[src/rtl/lalign_pkg.sv]
package lalign_pkg;

  localparam logic [7:0] SYM_COMMA  = 8'hBC;
  localparam logic [7:0] SYM_START  = 8'h1C;
  localparam logic [7:0] SYM_CFGMK  = 8'h9C;
  localparam logic [7:0] SYM_MFEND  = 8'h7C;

  typedef enum logic [2:0] {
    ST_HUNT  = 3'd0,
    ST_CGS   = 3'd1,
    ST_KWAIT = 3'd2,
    ST_ILA   = 3'd3,
    ST_DATA  = 3'd4
  } linkState_t;

  // strobes from control to datapath
  typedef struct packed {
    logic errHit;     // error seen during synchronization this cycle
    logic firstWord;  // current input word is the first user data word
  } laneStrobe_t;

endpackage

[src/rtl/lalign_datapath.sv]
module lalign_datapath
  import lalign_pkg::*;
#(
  parameter int LANE_OCTETS = 4,
  parameter int CFG_OCTETS  = 14,
  parameter int IW          = 4,
  parameter int CFG_WORDS   = 4
) (
  input  logic                                clk,
  input  logic                                rstN,
  input  logic [8*LANE_OCTETS-1:0]            rxOctets,
  input  logic [LANE_OCTETS-1:0]              rxCtrl,
  input  logic [LANE_OCTETS-1:0]              rxNotInTable,
  input  logic [LANE_OCTETS-1:0]              rxDispErr,
  input  laneStrobe_t                         stb,
  input  logic [LANE_OCTETS-1:0]              capEn,
  input  logic [LANE_OCTETS-1:0][IW-1:0]      capIdx,
  output logic [LANE_OCTETS-1:0]              isComma,
  output logic [LANE_OCTETS-1:0]              isStart,
  output logic [LANE_OCTETS-1:0]              isCfgMark,
  output logic [LANE_OCTETS-1:0]              isMfEnd,
  output logic [LANE_OCTETS-1:0]              isErr,
  output logic [32*CFG_WORDS-1:0]             cfgWords,
  output logic                                userValid,
  output logic [8*LANE_OCTETS-1:0]            dataOut,
  output logic                                errSticky
);

  logic [7:0] cfgOct [CFG_OCTETS];

  // per-octet character classification
  for (genvar o = 0; o < LANE_OCTETS; o++) begin : g_class
    logic [7:0] oct;
    assign oct          = rxOctets[8*o +: 8];
    assign isComma[o]   = rxCtrl[o] && (oct == SYM_COMMA);
    assign isStart[o]   = rxCtrl[o] && (oct == SYM_START);
    assign isCfgMark[o] = rxCtrl[o] && (oct == SYM_CFGMK);
    assign isMfEnd[o]   = rxCtrl[o] && (oct == SYM_MFEND);
    assign isErr[o]     = rxNotInTable[o] | rxDispErr[o];
  end

  // configuration octet store
  always_ff @(posedge clk or negedge rstN) begin
    if (!rstN) begin
      for (int j = 0; j < CFG_OCTETS; j++) cfgOct[j] <= 8'h00;
    end else begin
      for (int o = 0; o < LANE_OCTETS; o++) begin
        if (capEn[o] && (capIdx[o] < IW'(CFG_OCTETS)))
          cfgOct[capIdx[o]] <= rxOctets[8*o +: 8];
      end
    end
  end

  for (genvar j = 0; j < CFG_WORDS*4; j++) begin : g_pack
    if (j < CFG_OCTETS) begin : g_used
      assign cfgWords[8*j +: 8] = cfgOct[j];
    end else begin : g_pad
      assign cfgWords[8*j +: 8] = 8'h00;
    end
  end

  // output word, first-data marker and sticky error
  always_ff @(posedge clk or negedge rstN) begin
    if (!rstN) begin
      dataOut   <= '0;
      userValid <= 1'b0;
      errSticky <= 1'b0;
    end else begin
      dataOut   <= rxOctets;
      userValid <= stb.firstWord;
      if (stb.errHit) errSticky <= 1'b1;
    end
  end

endmodule

[src/rtl/lalign_control.sv]
module lalign_control
  import lalign_pkg::*;
#(
  parameter int LANE_OCTETS = 4,
  parameter int K_RUN       = 4,
  parameter int CGS_CHARS   = 4,
  parameter int MF_COUNT    = 4,
  parameter int CFG_OCTETS  = 14,
  parameter int IW          = 4
) (
  input  logic                            clk,
  input  logic                            rstN,
  input  logic [LANE_OCTETS-1:0]          isComma,
  input  logic [LANE_OCTETS-1:0]          isStart,
  input  logic [LANE_OCTETS-1:0]          isCfgMark,
  input  logic [LANE_OCTETS-1:0]          isMfEnd,
  input  logic [LANE_OCTETS-1:0]          isErr,
  output laneStrobe_t                     stb,
  output logic [LANE_OCTETS-1:0]          capEn,
  output logic [LANE_OCTETS-1:0][IW-1:0]  capIdx,
  output logic                            syncReqN,
  output logic                            cgsDone,
  output logic                            frameLocked,
  output logic                            linkUp,
  output logic                            cfgValid
);

  localparam int KW = $clog2(K_RUN + 1);
  localparam int CW = $clog2(CGS_CHARS + 1);
  localparam int AW = $clog2(MF_COUNT + 1);

  linkState_t    stReg, nSt;
  logic [KW-1:0] kRun, nK;
  logic [CW-1:0] cgsCnt, nCnt;
  logic [AW-1:0] mfCnt, nMf;
  logic [IW-1:0] capCnt, nCap;
  logic          seenStart, nSeen;
  logic          capOn, nCapOn;
  logic          cfgDone, nCfg;
  logic          firstPend, nPend;
  logic          errHitC;

  // walk the octets of this word in arrival order
  always_comb begin
    nSt    = stReg;
    nK     = kRun;
    nCnt   = cgsCnt;
    nMf    = mfCnt;
    nCap   = capCnt;
    nSeen  = seenStart;
    nCapOn = capOn;
    nCfg   = cfgDone;
    nPend  = 1'b0;
    errHitC = 1'b0;
    capEn  = '0;
    capIdx = '0;
    for (int o = 0; o < LANE_OCTETS; o++) begin
      case (nSt)
        ST_HUNT: begin
          if (isErr[o]) begin
            nK = '0;
            errHitC = 1'b1;
          end else if (isComma[o]) begin
            if (nK == KW'(K_RUN - 1)) begin
              nSt  = ST_CGS;
              nK   = '0;
              nCnt = '0;
            end else begin
              nK = nK + 1'b1;
            end
          end else begin
            nK = '0;
          end
        end
        ST_CGS: begin
          if (isErr[o]) begin
            nSt = ST_HUNT;
            nK  = '0;
            errHitC = 1'b1;
          end else if (nCnt == CW'(CGS_CHARS - 1)) begin
            nSt = ST_KWAIT;
          end else begin
            nCnt = nCnt + 1'b1;
          end
        end
        ST_KWAIT: begin
          if (isErr[o]) begin
            nSt = ST_HUNT;
            nK  = '0;
            errHitC = 1'b1;
          end else if (!isComma[o]) begin
            nSt    = ST_ILA;
            nMf    = '0;
            nSeen  = 1'b0;
            nCapOn = 1'b0;
          end
        end
        ST_ILA: begin
          if (isMfEnd[o]) begin
            nCapOn = 1'b0;
            nSeen  = 1'b0;
            if (nMf == AW'(MF_COUNT - 1)) begin
              nSt   = ST_DATA;
              nPend = 1'b1;
            end else begin
              nMf = nMf + 1'b1;
            end
          end else if (nCapOn) begin
            capEn[o]  = 1'b1;
            capIdx[o] = nCap;
            if (nCap == IW'(CFG_OCTETS - 1)) begin
              nCapOn = 1'b0;
              nCfg   = 1'b1;
            end else begin
              nCap = nCap + 1'b1;
            end
          end else if ((nMf == AW'(1)) && !nCfg) begin
            if (isStart[o]) begin
              nSeen = 1'b1;
            end else if (isCfgMark[o] && nSeen) begin
              nCapOn = 1'b1;
              nCap   = '0;
            end
          end
        end
        default: ;
      endcase
    end
  end

  always_ff @(posedge clk or negedge rstN) begin
    if (!rstN) begin
      stReg     <= ST_HUNT;
      kRun      <= '0;
      cgsCnt    <= '0;
      mfCnt     <= '0;
      capCnt    <= '0;
      seenStart <= 1'b0;
      capOn     <= 1'b0;
      cfgDone   <= 1'b0;
      firstPend <= 1'b0;
    end else begin
      stReg     <= nSt;
      kRun      <= nK;
      cgsCnt    <= nCnt;
      mfCnt     <= nMf;
      capCnt    <= nCap;
      seenStart <= nSeen;
      capOn     <= nCapOn;
      cfgDone   <= nCfg;
      firstPend <= nPend;
    end
  end

  assign stb.errHit    = errHitC;
  assign stb.firstWord = firstPend;

  assign syncReqN    = (stReg != ST_HUNT);
  assign cgsDone     = (stReg == ST_KWAIT) || (stReg == ST_ILA) || (stReg == ST_DATA);
  assign frameLocked = (stReg == ST_ILA) || (stReg == ST_DATA);
  assign linkUp      = (stReg == ST_DATA);
  assign cfgValid    = cfgDone;

endmodule

[src/rtl/lalign_rx.sv]
module lalign_rx
  import lalign_pkg::*;
#(
  parameter int LANE_OCTETS = 4,
  parameter int K_RUN       = 4,
  parameter int CGS_CHARS   = 4,
  parameter int MF_COUNT    = 4,
  parameter int CFG_OCTETS  = 14,
  localparam int CFG_WORDS  = (CFG_OCTETS + 3) / 4
) (
  input  logic                       clk,
  input  logic                       rstN,
  input  logic [8*LANE_OCTETS-1:0]   rxOctets,
  input  logic [LANE_OCTETS-1:0]     rxCtrl,
  input  logic [LANE_OCTETS-1:0]     rxNotInTable,
  input  logic [LANE_OCTETS-1:0]     rxDispErr,
  output logic                       syncReqN,
  output logic                       cgsDone,
  output logic                       frameLocked,
  output logic                       linkUp,
  output logic                       cfgValid,
  output logic [32*CFG_WORDS-1:0]    cfgWords,
  output logic                       userValid,
  output logic [8*LANE_OCTETS-1:0]   dataOut,
  output logic                       errSticky
);

  localparam int IW = $clog2(CFG_OCTETS + 1);

  laneStrobe_t                    stb;
  logic [LANE_OCTETS-1:0]         capEn;
  logic [LANE_OCTETS-1:0][IW-1:0] capIdx;
  logic [LANE_OCTETS-1:0]         isComma, isStart, isCfgMark, isMfEnd, isErr;

  lalign_datapath #(
    .LANE_OCTETS(LANE_OCTETS), .CFG_OCTETS(CFG_OCTETS),
    .IW(IW), .CFG_WORDS(CFG_WORDS)
  ) u_dp (
    .clk(clk), .rstN(rstN),
    .rxOctets(rxOctets), .rxCtrl(rxCtrl),
    .rxNotInTable(rxNotInTable), .rxDispErr(rxDispErr),
    .stb(stb), .capEn(capEn), .capIdx(capIdx),
    .isComma(isComma), .isStart(isStart), .isCfgMark(isCfgMark),
    .isMfEnd(isMfEnd), .isErr(isErr),
    .cfgWords(cfgWords), .userValid(userValid),
    .dataOut(dataOut), .errSticky(errSticky)
  );

  lalign_control #(
    .LANE_OCTETS(LANE_OCTETS), .K_RUN(K_RUN), .CGS_CHARS(CGS_CHARS),
    .MF_COUNT(MF_COUNT), .CFG_OCTETS(CFG_OCTETS), .IW(IW)
  ) u_ctl (
    .clk(clk), .rstN(rstN),
    .isComma(isComma), .isStart(isStart), .isCfgMark(isCfgMark),
    .isMfEnd(isMfEnd), .isErr(isErr),
    .stb(stb), .capEn(capEn), .capIdx(capIdx),
    .syncReqN(syncReqN), .cgsDone(cgsDone), .frameLocked(frameLocked),
    .linkUp(linkUp), .cfgValid(cfgValid)
  );

endmodule

[config.mk]
export PLATFORM = sky130hd
export DESIGN_NAME = lalign_rx
export DESIGN_NICKNAME = d
export VERILOG_FILES = /design/src/rtl/lalign_pkg.sv /design/src/rtl/lalign_datapath.sv /design/src/rtl/lalign_control.sv /design/src/rtl/lalign_rx.sv
export SDC_FILE = /design/constraint.sdc
export NUM_CORES = 1
export LEC_CHECK = 0
export BUFFER_PORTS_ARGS = -buffer_cell sky130_fd_sc_hd__buf_2
export CORE_MARGIN = 8
export CORE_UTILIZATION = 40
export CTS_CLUSTER_SIZE = 12
export DETAILED_ROUTE_END_ITERATION = 10
export PLACE_DENSITY = 0.65
export RECOVER_POWER = 50
export SLEW_MARGIN = 20
export SYNTH_ARGS = -nofsm -noshare
export SYNTH_HDL_FRONTEND = slang
export SYNTH_SLANG_ARGS = --single-unit
[constraint.sdc]
create_clock -name clk -period 7.5 [get_ports clk]
set_clock_uncertainty 0.05 [all_clocks]
set_input_delay 0 -clock clk [delete_from_list [all_inputs] [get_ports clk]]
set_output_delay 0 -clock clk [all_outputs]
set_load 0.005 [all_outputs]
==> results of run 1 <==
-- area by class of cell --
type | count | area, sq um | area share, %
antenna | 1 | 2.502 | 0.01653
clock buffer | 17 | 425.4 | 2.810
clock inverter | 13 | 171.4 | 1.132
inverter | 33 | 123.9 | 0.8181
multi-input combinational | 1158 | 8351 | 55.15
sequential | 166 | 4154 | 27.44
tap | 442 | 553.0 | 3.653
timing repair buffer | 252 | 1360 | 8.983
-- registers in the layout (all words and copies together) (netlist names) --
register         flops
u_ctl.firstPend      1
u_dp.dataOut        32
u_ctl.cfgValid       1
u_ctl.cgsCnt         3
u_dp.cfgWords      112
u_dp.userValid       1
u_ctl.seenStart      1
u_ctl.mfCnt          3
u_ctl.capOn          1
u_ctl.stReg          3
u_dp.errSticky       1
u_ctl.kRun           3
u_ctl.capCnt         4
-- path summary, 6_finish.rpt --
check	start	to	depth (start not counted)
worst max-delay path	u_ctl.stReg[2]	u_dp.cfgWords[28]	18
worst min register to register	u_ctl.firstPend	u_dp.userValid	0
min in group asynchronous	rstN	u_dp.dataOut[6]	2
worst min-delay path	rxNotInTable[0]	u_dp.errSticky	5
max in group asynchronous	rstN	u_dp.cfgWords[32]	2
worst max register to register	u_ctl.stReg[2]	u_dp.cfgWords[28]	18
-- Yosys cell counts, types with 4 or more instances --
cell / instances / area, sq um
a211o_1: 7 / 61.31
a21boi_0: 4 / 30.03
a21o_1: 4 / 30.03
a21oi_1: 108 / 540.5
a31oi_1: 5 / 31.28
a32o_1: 4 / 40.04
and2_1: 7 / 43.79
and3_1: 20 / 125.1
buf_1: 5 / 18.77
buf_2: 7 / 35.03
buf_4: 16 / 120.1
clkbuf_1: 74 / 277.8
dfrtp_1: 166 / 4154
ha_1: 24 / 300.3
inv_1: 32 / 120.1
mux2_1: 90 / 1013
mux2_2: 121 / 1363
mux2i_1: 111 / 1111
nand2_1: 111 / 416.7
nand2b_1: 15 / 93.84
nand3_1: 50 / 250.2
nand3_4: 12 / 210.2
nand3b_1: 5 / 37.54
nand4_1: 14 / 87.58
nor2_1: 155 / 581.8
nor2b_1: 11 / 68.82
nor3_1: 28 / 140.1
nor3b_1: 4 / 30.03
nor4_1: 16 / 100.1
o211ai_1: 13 / 97.59
o21a_1: 6 / 45.04
o21ai_0: 74 / 370.4
o21ai_1: 5 / 25.02
o22ai_1: 12 / 75.07
o31ai_1: 4 / 30.03
or2_2: 4 / 25.02
or3_1: 14 / 87.58
or4_1: 7 / 52.55
-- layer usage --
| metal | part of all wire [%] | global-route usage (%) | wire length (um) | up-vias |
|---|---|---|---|---|
| met5 | 0 | 0 | 0 | - |
| met4 | 4.0 | 10.50 | 1966 | 0 |
| met3 | 6.3 | 4.196 | 3127 | 128 |
| met2 | 48 | 42.72 | 24070 | 577 |
| met1 | 41 | 31.64 | 20460 | 6183 |
| li1 | - | - | - | 5639 |
-- cell families (layout without fill, tap and decap cells) --
logic type | count (synthesis) | in the layout | share of synthesized area [%]
flops | 166 | 166 | 31.89
fa+ha+maj | 25 | 25 | 2.382
simple gates | 494 | 494 | 19.79
mux | 322 | 322 | 26.77
other cells | 1 | 17 | 0.02879
xor+xnor | 5 | 5 | 0.3362
buf+inv | 136 | 315 | 4.505
compound gates | 296 | 296 | 14.30
-- power groups by stage --
stage          logic [mW]  registers (mW)  clock network, mW
2_1_floorplan      0.0442           0.925                  0
3_3_place_gp        0.134           0.923                  0
3_5_place_dp        0.135           0.923                  0
4_1_cts             0.151           0.906              0.952
5_1_grt             0.157           0.907              0.982
6_report            0.151           0.907              0.933
-- worst register-to-register path, stage by stage (launching register included) --
cell and delay [ps]:
dfrtp_1 660, and3b_1 430, nor2_1 580, a32o_1 270, nand2_1 80, inv_1 80
ha_1 170, inv_1 40, a31o_2 220, o21ai_1 710, o22ai_1 210, a211o_1 380
ha_1 230, a21oi_1 280, o21ai_1 190, and3_1 280, nor4b_4 810, nand4_1 620
mux2_1 500
-- stage by stage --
stage | hold WS (ps) | util [%]
4_1_cts | 17.49 | 47.33
5_1_grt | 86.27 | 46.88
3_3_place_gp | 96.47 | 44.29
3_5_place_dp | 110.9 | 44.30
6_report | 40.45 | 46.89
2_1_floorplan | -345.6 | -
==> metrics.yaml, run 1 <==
clocking:
  clkLatencyLatePin_ps: 450
  postCtsSetupBuffers: 0
  clock-sinks: 166
  htreeDepth: 4
  tritoncts: "built"
  ctsResizeCount: 0
  cts_made_buffers: 17
  root_buffer: "clkbuf_16"
  clock_path_buffers: 2
  hold_buffers: 38
  clkTransAtPathRegs_ps: 80
finish:
  fillers: 3116
  drive_gt1_share_pct: 17.69
  final_common_cell: "dfrtp_1"
  fin_area_sq_um: 15140
  fin_nets: 1698
  mostFrequentLayoutCells: "dfrtp_1, nor2_1, mux2_2"
  finalNonFillerCells: 2082
  synthToLayoutAreaGrowth_pct: 16.23
sta:
  tns_ps: 0
  finalHoldViolations: 0
  max_slew.worst_pin.slew_ps: 5285
  timing.slew.headroom_pct: -252.3
  fin_crit_sh_pct: 92.06
  final_max_slew_viol_count: 108
  rsz0062_at_grt: "no"
  setup_ws_ps: 595.7
  timing.fmax_mhz: 144.8
  min_period_ps: 6904
  setup_viol: 0
grt:
  grt_max_degree: 88
  grt_pass1_wl_um: 75330
  grt_use_total_pct: 25.26
  grt-ovfl-total: 0
  grt_pass1_vias: 12370
  grt_antenna_before_repair: 0
floorplanning:
  initial_core_util_pct: 40.34
  chipWidth_um: 196.5
  die_y_um: 196.5
  rows: 66
  core_sq_um: 32290
  boundaryPins: 213
  fp.dieArea_sq_um: 38600
power_and_ir_drop:
  seqPwrFrac_pct: 45.5
  switching_share_pct: 26.53
  p_int_mw: 1.463
  p_total_mw: 1.991
  power.leakage_nw: 6.762
  peakVddDrop_uv: 165.4
  p_clk_share_pct: 46.9
  switchingPower_mw: 0.5282
  power-per-cell-area_nw_per_um2: 131.5
  p_comb_share_pct: 7.6
synthesis:
  ys_seq_area_share_pct: 31.89
  synth_edf_count: 0
  async_reset_ff_share_pct: 100.0
  ys_dominant_reg_cell: "dfrtp_1"
  avgSynthCellArea_sq_um: 9.015
  yosysWarningCount: 0
  postSynthCellCount: 1445
  synth_area_sq_um: 13030
  ys_types: 92
  synth_seq_cells: 166
drt:
  wire_per_inst_um: 23.84
  drc: 0
  dr.pass1.iters: 6
  postRouteAntennaNets: 0
  finalWirelength_um: 49630
  vias: 12530
  drtIter0Drc: 1177
  viasPerCell: 6.017
worst_setup_path:
  cp_top_family: "simple AND/OR/NAND/NOR gates"
  arrival_ps: 7190
  cp-start-kind: "register"
  crit_slowest_cell: "nor4b_4"
  path_class: "reg2reg"
  cp.required_ps: 7790
  endpoint_kind: "register"
  max_stage_delay_ps: 810
  worstPathCellList: "and3b_1 -> nor2_1 -> a32o_1 -> nand2_1 -> inv_1 -> ha_1 -> inv_1 -> a31o_2 -> o21ai_1 -> o22ai_1 -> a211o_1 -> ha_1 -> a21oi_1 -> o21ai_1 -> and3_1 -> nor4b_4 -> nand4_1 -> mux2_1"
  reg2reg_setup_slack_ps: 600
  crit_fanout: 15
  critPathBufInv: 2
placement:
  placed_area_sq_um: 14300
  gp_congestion: 0.9310
  post-dp-hpwl_um: 34220
  pre_cts_ws_ps: 747.4
  portBuffers: 196
  dpl.cell_count: 2013
hold_path:
  hold_class: "in2reg"
outcome:
  outcome: "complete, but fails checks"
  violations: "max-capacitance violations, max-slew violations"
flow_run:
  cap_viol_max_count: 3
Note: power is estimated with default switching activity, not from simulation.
==> inputs of run 2 (changes only) <==
--- a/config.mk
+++ b/config.mk
@@ -10,7 +10,7 @@
 export CORE_UTILIZATION = 40
 export CTS_CLUSTER_SIZE = 12
 export DETAILED_ROUTE_END_ITERATION = 10
-export PLACE_DENSITY = 0.65
+export PLACE_DENSITY = 0.7
 export RECOVER_POWER = 50
 export SLEW_MARGIN = 20
 export SYNTH_ARGS = -nofsm -noshare
==> run 2 against run 1 <==
Against the previous run:
- the flow still finishes with violations (max-capacitance violations, max-slew violations)
- power increased by 2.9%
- via count increased by 1.3%
- count of clock-buffer cells in the layout increased by 1
- utilization about the same
- critical path depth increased by 1
- non-clock buffer count increased by 1
- final area about the same
- first-iteration DRC count increased by 28%
- combinational power about the same
- sequential share of layout area about the same
- flip-flop and latch count unchanged
- die area unchanged
- critical path type is now in2reg
- largest power group unchanged
==> metrics.yaml, run 2 (synthesis results as in run 1) <==
sta:
  timing.fmax_mhz: 143.4  # -1.0%
  fin_crit_sh_pct: 92.99  # +0.93 points
  holdWs_ps: 42.01  # +1.564 ps
  max_slew.worst_pin.slew_ps: 5770  # +484.6 ps
  tns_ps: 0  # unchanged
  final_max_slew_viol_count: 117  # +8.3%
  finalHoldViolations: 0  # unchanged
  timing.slew.headroom_pct: -284.6  # -32 points
  setup_viol: 0  # unchanged
  min_period_ps: 6974  # +70.12 ps
  rsz0062_at_grt: "no"
worst_setup_path:
  endpoint_kind: "register"
  worst_r2r_path_depth: 19  # +1
  cp.required_ps: 7780  # about the same
  arrival_ps: 7260  # +70 ps
  reg2reg_setup_slack_ps: 620  # +20 ps
  r2r_start: "u_ctl.mfCnt[1]"
  path_class: "in2reg"
  crit_fanout: 17  # +2
  regToRegEndpoint: "u_dp.cfgWords[31]"
  cp-start-kind: "input port"
finish:
  finalNonFillerCells: 2084  # +0.096%
  fin_util_pct: 46.91  # about the same
  final_common_cell: "dfrtp_1"
  antenna_cells: 0  # -1
  mostFrequentLayoutCells: "dfrtp_1, nor2_1, clkbuf_1"
  fin_nets: 1699  # +0.059%
  drive_gt1_share_pct: 16.02  # -1.7 points
  largest_reg_flops: 112  # unchanged
  synthToLayoutAreaGrowth_pct: 16.28  # about the same
floorplanning:
  rows: 66  # unchanged
  core_sq_um: 32290  # unchanged
  initial_core_util_pct: 40.34  # unchanged
  fp.dieArea_sq_um: 38600  # unchanged
  boundaryPins: 213  # unchanged
  chipWidth_um: 196.5  # unchanged
  die_y_um: 196.5  # unchanged
grt:
  grt_antenna_before_repair: 0  # unchanged
  grt_pass1_wl_um: 75220  # -0.16%
  grt_pass1_vias: 12250  # -0.97%
  grt_max_degree: 97  # +10%
  grt-ovfl-total: 0  # unchanged
  grt_use_total_pct: 25.26  # about the same
outcome:
  outcome: "complete, but fails checks"
  violations: "max-capacitance violations, max-slew violations"
clocking:
  clkTransAtPathRegs_ps: 70  # about the same
  clock_path_buffers: 2  # unchanged
  root_buffer: "clkbuf_16"
  cts_made_buffers: 17  # unchanged
  clkLatencyLatePin_ps: 450  # about the same
  clock-sinks: 166  # unchanged
  ctsResizeCount: 0  # unchanged
  tritoncts: "built"
  postCtsSetupBuffers: 0  # unchanged
  htreeDepth: 4  # unchanged
  hold_buffers: 38  # unchanged
drt:
  finalWirelength_um: 49730  # +0.21%
  viasPerCell: 6.088  # +1.2%
  postRouteAntennaNets: 0  # unchanged
  drtIter0Drc: 1512  # +28%
  wire_per_inst_um: 23.86  # +0.11%
  drc: 0  # unchanged
  dr.pass1.iters: 6  # unchanged
  vias: 12690  # +1.3%
placement:
  gp_congestion: 0.9527  # +2.3%
  portBuffers: 196  # unchanged
  post-dp-hpwl_um: 34530  # +0.92%
  dpl.cell_count: 2014  # +0.050%
hold_path:
  hold_path_depth: 5  # unchanged
  hold_end: "u_dp.errSticky"
  hp-start: "rxNotInTable[0]"
  hold_class: "in2reg"
flow_run:
  cap_viol_max_count: 2  # -1
power_and_ir_drop:
  power-per-cell-area_nw_per_um2: 135.3  # +2.9%
  peakVddDrop_uv: 182.8  # +11%
  power.leakage_nw: 6.663  # -1.5%
  p_total_mw: 2.049  # +2.9%
run 2: cell types whose count changed in the layout (fill, tap and decap cells not counted):
cell,delta
inv_8,+2
diode_2,-1
buf_1,+1
clkbuf_1,+29
clkinvlp_4,-1
buf_4,+1
buf_6,-1
buf_2,-28
clkinv_2,-1
bufinv_16,+1
run 2: through the flow:
step	instance area, sq um	setup slack (ps)
after floorplan	13080	2165
after global placement	14310	1069
after detailed placement	14310	898.8
after CTS	15330	816.7
after global routing	15150	165.5
final	15150	525.6
run 2: area by class of cell:
cell class / count / area, sq um
clock buffer: 18 / 429.2
fill: 3154 / 17140
clock inverter: 14 / 211.5
inverter: 33 / 123.9
sequential: 166 / 4154
tap: 442 / 553.0
timing repair buffer: 253 / 1325
multi-input combinational: 1158 / 8351
run 2: critical path: stages:
cell           delay, ps
dlygate4sd3_1        540
buf_2                310
nand4bb_1            620
o41ai_2              680
a2bb2oi_1            200
nand2b_1             210
inv_1                160
ha_1                 160
inv_1                 90
nor4_1               880
a211o_1              240
o211ai_1             370
ha_1                 410
a311o_1              450
o211a_2              280
nor4b_4              440
buf_4                320
nand4_1              420
mux2_1               480
run 2: where the power goes:
part | switching, mW | total (mW) | leakage [nW] | internal, mW
Combinational | 0.120 | 0.152 | 4.13 | 0.0323
Sequential | 0.00265 | 0.907 | 2.22 | 0.904
Clock | 0.421 | 0.991 | 0.316 | 0.569
run 2: how the worst max path moves through the flow:
stage	to	cells past startpoint	start
after floorplan	u_dp.cfgWords[56]	20	u_ctl.mfCnt[1]
after global placement	u_dp.cfgWords[31]	19	u_ctl.mfCnt[1]
after detailed placement	u_dp.cfgWords[31]	19	u_ctl.mfCnt[1]
after CTS	u_dp.cfgWords[31]	19	rxOctets[1]
after global routing	u_dp.cfgWords[31]	19	rxOctets[1]
final	u_dp.cfgWords[31]	19	rxOctets[1]
run 2: routing by layer:
metal | routed length [um] | GRT usage, %
met5 | 0 | 0
met4 | 2090 | 10.95
met3 | 3706 | 4.383
met2 | 23650 | 41.98
met1 | 20280 | 31.95
